[src/rtl/vc_pkg.sv]
`timescale 1ns/1ps
package vc_pkg;
  localparam int IO_AW  = 12;
  localparam int PAGE_W = 2;
  localparam int FONT_W = 2;

  typedef struct packed {
    logic              rsvd;
    logic              hires;
    logic [FONT_W-1:0] font;
    logic              vs_inv;
    logic              hs_inv;
    logic [PAGE_W-1:0] page;
  } ctl_t;

  localparam int CTL_W = $bits(ctl_t);

  function automatic logic [IO_AW-1:0] window_base(input logic [1:0] sel);
    logic [IO_AW-1:0] b;
    b = 12'h880;
    if (sel[0]) b[4] = 1'b1;          // +0x010
    if (sel[1]) b[11:8] = 4'hF;       // 0x8xx -> 0xFxx
    return b;
  endfunction
endpackage

[src/rtl/vc_decode.sv]
`timescale 1ns/1ps
module vc_decode
  import vc_pkg::*;
#(
  parameter int AW = IO_AW
) (
  input  logic          io_en,
  input  logic [AW-1:0] io_addr,
  input  logic [1:0]    base_sel,
  output logic          crtc_cs,
  output logic          crtc_rs,
  output logic          ctl_cs
);
  localparam int OFS_W = 4;

  logic [AW-1:0] base;
  logic          in_win;

  always_comb begin
    base    = window_base(base_sel);
    in_win  = io_en && (io_addr[AW-1:OFS_W] == base[AW-1:OFS_W]);
    crtc_cs = in_win && !io_addr[OFS_W-1];
    ctl_cs  = in_win &&  io_addr[OFS_W-1];
    crtc_rs = crtc_cs && io_addr[0];
  end
endmodule

[src/rtl/vc_ctlreg.sv]
`timescale 1ns/1ps
module vc_ctlreg
  import vc_pkg::*;
(
  input  logic             clk,
  input  logic             rst_n,
  input  logic             we,
  input  logic [CTL_W-1:0] wdata,
  output ctl_t             q
);
  always_ff @(posedge clk or negedge rst_n) begin
    if (!rst_n)  q <= '0;
    else if (we) q <= ctl_t'(wdata);
  end
endmodule

[src/rtl/vc_syncpol.sv]
`timescale 1ns/1ps
module vc_syncpol #(
  parameter int N = 2
) (
  input  logic [N-1:0] sync_in,
  input  logic [N-1:0] inv,
  output logic [N-1:0] sync_out
);
  for (genvar i = 0; i < N; i++) begin : g_pol
    assign sync_out[i] = sync_in[i] ^ inv[i];
  end
endmodule

[src/rtl/vc_remap.sv]
`timescale 1ns/1ps
module vc_remap #(
  parameter int MA_W   = 14,
  parameter int RA_W   = 4,
  parameter int PAGE_W = 2,
  parameter int SWAP_N = 2
) (
  input  logic [MA_W-1:0]        ma,
  input  logic [RA_W-1:0]        ra,
  input  logic [PAGE_W-1:0]      page,
  input  logic                   hires,
  output logic [PAGE_W+MA_W-1:0] vaddr
);
  localparam int SWAP_LO = MA_W - SWAP_N;

  for (genvar i = 0; i < MA_W; i++) begin : g_bit
    if (i >= SWAP_LO) begin : g_swap
      assign vaddr[i] = hires ? ra[i-SWAP_LO] : ma[i];
    end else begin : g_keep
      assign vaddr[i] = ma[i];
    end
  end
  assign vaddr[PAGE_W+MA_W-1:MA_W] = page;
endmodule

[src/rtl/vidctl_remap.sv]
`timescale 1ns/1ps
module vidctl_remap
  import vc_pkg::*;
#(
  parameter int MA_W = 14,
  parameter int RA_W = 4
) (
  input  logic                   clk,
  input  logic                   rst_n,
  input  logic [1:0]             base_sel,
  input  logic                   io_en,
  input  logic [IO_AW-1:0]       io_addr,
  input  logic                   io_wr,
  input  logic                   phi2,
  input  logic [CTL_W-1:0]       wdata,
  output logic                   crtc_cs,
  output logic                   crtc_rs,
  output logic                   ctl_cs,
  input  logic                   crtc_hs,
  input  logic                   crtc_vs,
  output logic                   hsync_out,
  output logic                   vsync_out,
  input  logic [MA_W-1:0]        ma,
  input  logic [RA_W-1:0]        ra,
  output logic [FONT_W-1:0]      font_sel,
  output logic                   hires,
  output logic [PAGE_W+MA_W-1:0] vaddr
);
  localparam int SWAP_N = 2;

  ctl_t       ctl;
  logic       ctl_we;
  logic [1:0] pol_out;

  vc_decode #(.AW(IO_AW)) u_dec (
    .io_en   (io_en),
    .io_addr (io_addr),
    .base_sel(base_sel),
    .crtc_cs (crtc_cs),
    .crtc_rs (crtc_rs),
    .ctl_cs  (ctl_cs)
  );

  assign ctl_we = ctl_cs && io_wr && phi2;

  vc_ctlreg u_reg (
    .clk  (clk),
    .rst_n(rst_n),
    .we   (ctl_we),
    .wdata(wdata),
    .q    (ctl)
  );

  vc_syncpol #(.N(2)) u_pol (
    .sync_in ({crtc_vs, crtc_hs}),
    .inv     ({ctl.vs_inv, ctl.hs_inv}),
    .sync_out(pol_out)
  );
  assign hsync_out = pol_out[0];
  assign vsync_out = pol_out[1];

  vc_remap #(.MA_W(MA_W), .RA_W(RA_W), .PAGE_W(PAGE_W), .SWAP_N(SWAP_N)) u_map (
    .ma   (ma),
    .ra   (ra),
    .page (ctl.page),
    .hires(ctl.hires),
    .vaddr(vaddr)
  );

  assign font_sel = ctl.font;
  assign hires    = ctl.hires;
endmodule

[config.mk]
export PLATFORM = sky130hd
export DESIGN_NAME = vidctl_remap
export DESIGN_NICKNAME = d
export VERILOG_FILES = /design/src/rtl/vc_pkg.sv /design/src/rtl/vc_decode.sv /design/src/rtl/vc_ctlreg.sv /design/src/rtl/vc_syncpol.sv /design/src/rtl/vc_remap.sv /design/src/rtl/vidctl_remap.sv
export SDC_FILE = /design/constraint.sdc
export NUM_CORES = 1
export LEC_CHECK = 0
export BUFFER_PORTS_ARGS = -buffer_cell sky130_fd_sc_hd__buf_2
export CORE_MARGIN = 1.5
export CORE_UTILIZATION = 32
export CTS_CLUSTER_SIZE = 28
export DETAILED_ROUTE_END_ITERATION = 8
export PLACE_DENSITY = 0.82
export SYNTH_ARGS = -nofsm -noshare
export SYNTH_HDL_FRONTEND = slang
export SYNTH_SLANG_ARGS = --single-unit
[constraint.sdc]
create_clock -name clk -period 3.3 [get_ports clk]
set_input_delay 0.165 -clock clk [delete_from_list [all_inputs] [get_ports clk]]
set_output_delay 0.165 -clock clk [all_outputs]
set_load 0.02 [all_outputs]
==> flow_metrics.env <==
export IMPL_path_cells="buf_2 > or4_4 > a2111oi_4 > nor2b_1 > and2_1 > buf_2"
export IMPL_drtAntennaViolNets=0
export IMPL_holdWs_ns=0.1489
export IMPL_wl_met1_um=317
export IMPL_synth_top_cells_by_area="dfrtp_1, buf_4, mux2_2, mux2_4, a2111oi_4"
export IMPL_rsz0062_at_grt="false"
export IMPL_die_area_um2=1907
export IMPL_p_per_area_nw_per_um2=295.7
export IMPL_route_met3_wl_um=95
export IMPL_synth_flop_cell="dfrtp_1"
export IMPL_portBuffers=41
export IMPL_p_leak_nw=0.3832
export IMPL_clk_pin_slew_ns=0.05
export IMPL_first_global_vias=436
export IMPL_dr_pass1_iters=3
export IMPL_vias=423
export IMPL_fin_tns_setup_ns=0
export IMPL_cts_resized=0
export IMPL_die_x_um=43.67
export IMPL_syn_cell_area_um2=529.3
export IMPL_cts_num_sinks=7
export IMPL_final_util_pct=44.01
export IMPL_drtIter0Drc=3
export IMPL_fillers=162
export IMPL_synth_edf_count=0
export IMPL_final_area_um2=670.6
export IMPL_routed_wl_met2_um=636
export IMPL_regMostFlops="u_reg.q"
export IMPL_post_synth_top_area_cell="dfrtp_1"
export IMPL_critPathLaunchType="input pin"
export IMPL_largest_reg_flops=7
export IMPL_synth_warnings=0
export IMPL_nets=122
export IMPL_row_count=14
export IMPL_ir_drop_uv=115.1
export IMPL_finalCritPeriodShare_pct=58.12
export IMPL_diodes=0
export IMPL_drcViolationCount=0
export IMPL_grt_start_max_net_pins=8
export IMPL_p_total_mw=0.1983
export IMPL_fin_cells=90
export IMPL_synth_cell_types=13
export IMPL_gp_congestion=0.5957
export IMPL_ioPinCount=71
export IMPL_max_stage_delay_ns=0.54
export IMPL_synthesis_area_per_instance_um2=12.03
export IMPL_cts_buffers=3
export IMPL_wl_per_cell_um=11.82
export IMPL_dp_slack_ns=1.319
export IMPL_placedInstanceArea_um2=634.4
export IMPL_worstSetupEndpointType="primary output"
export IMPL_cp_top_family="simple AND/OR/NAND/NOR gates"
export IMPL_synth_fp_nets=91
export IMPL_hpwl_um=949.5
export IMPL_max_freq_mhz=521.4
export IMPL_gr_total_overflow=0
export IMPL_viasPerCell=4.700
export IMPL_critical_path_class="in2out"
export IMPL_yosysSeqAreaShare_pct=33.10
export IMPL_reg_top3="u_reg.q: 7 flops"
export IMPL_min_period_ns=1.918
export IMPL_synthArstFlopShare_pct=100.0
export IMPL_arrival_ns=1.75
export IMPL_tightest_slew_ns=0.3689
export IMPL_top_layer_used="met4"
export IMPL_final_max_slew_viol_count=0
export IMPL_cts_htree_levels=1
export IMPL_grtUsageTotal_pct=11.94
export IMPL_hold_path_class="in2reg"
export IMPL_crit_buf_inv=2
export IMPL_post_cts_buffers=0
export IMPL_drive_above_1_share_pct=75.68
export IMPL_status="finished, final reports clean"
export IMPL_grt_pass1_wl_um=1704
export IMPL_final_setup_skew_ns=0
export IMPL_dp_cells=85
export IMPL_cpMostUsedCell="buf_2"
export IMPL_ctsRootBufferMaster="clkbuf_4"
export IMPL_setup_viol=0
export IMPL_synth_cells=44
export IMPL_antenna_found_initial=0
export IMPL_initial_utilization_pct=34.73
export IMPL_cp_required_ns=3.13
export IMPL_synthTopCellsByCount="buf_4, dfrtp_1, mux2_2"
export IMPL_ys_seq_elements=7
export IMPL_cp_max_fo=3
export IMPL_synth_top_area_share_pct=33.10
export IMPL_critPathSlowestCell="or4_4"
export IMPL_hold_viol_final=0
export IMPL_wirelength_um=1064
export IMPL_clockBufferDepth=2
export IMPL_worst_slack_ns=1.382
export IMPL_maxCapViolCount=0
export IMPL_areaGrowthSynthToFinish_pct=26.71
export IMPL_slew_headroom_pct=75.40
export IMPL_yosysMostFrequentCell="buf_4"
export IMPL_cts_tree="done"
export IMPL_clk_latency_ns=0.24
export IMPL_core_area_um2=1524
export IMPL_die_h_um=43.67
## cell families (layout without fill, tap and decap cells)
kind of cell	count (synthesis)	after routing	share of synthesized area [%]
flops	7	7	33.10
mux	9	9	20.57
simple gates	8	8	13.48
compound gates	1	1	5.202
xor+xnor	3	3	4.965
buf+inv	16	46	22.70
## final timing paths
| check | start | endpoint | slack [ns] | cells past startpoint |
|---|---|---|---|---|
| max in group asynchronous | rst_n | u_reg.q[0] | 2.86 | 2 |
| worst min register to register | u_reg.q[0] | u_reg.q[0] | 0.50 | 1 |
| min in group asynchronous | rst_n | u_reg.q[3] | 0.29 | 2 |
| worst max register to register | u_reg.q[6] | u_reg.q[6] | 2.49 | 1 |
| worst min-delay path | wdata[4] | u_reg.q[4] | 0.15 | 2 |
| worst max-delay path | io_addr[9] | crtc_rs | 1.38 | 6 |
## placed cells by master (no fill, tap or decap), drive strengths merged, types with 2 or more instances in the layout
cell	n
buf	41
clkbuf	4
xor2	3
and2	2
nand4	2
dfrtp	7
mux2	9
## cell type report
type                    instances  area, um^2  area share [%]
well taps                      16       20.02           2.985
repair buffers                 42       215.2           32.09
clock buffers                   4       26.28           3.918
multi-input cells              21       234.0           34.89
flip-flops and latches          7       175.2           26.12
## routing by layer
layer	vias up	global-route usage, %
met5	-	0
met4	0	7.273
met3	2	3.750
met2	21	22.35
met1	206	10.94
li1	194	-
## timing repair
action | CTS | global route
hold endpoints to repair | 7 | 0
endpoints found under the setup margin | 0 | 0
hold buffers | 1 | 0
## power by group
group	leakage, nW	switching, mW	internal (mW)
Sequential	0.0977	0.000476	0.0867
Combinational	0.270	0.0160	0.0192
Clock	0.0150	0.0299	0.0460
Total	0.383	0.0464	0.152
Note: power is estimated with default switching activity, not from simulation.
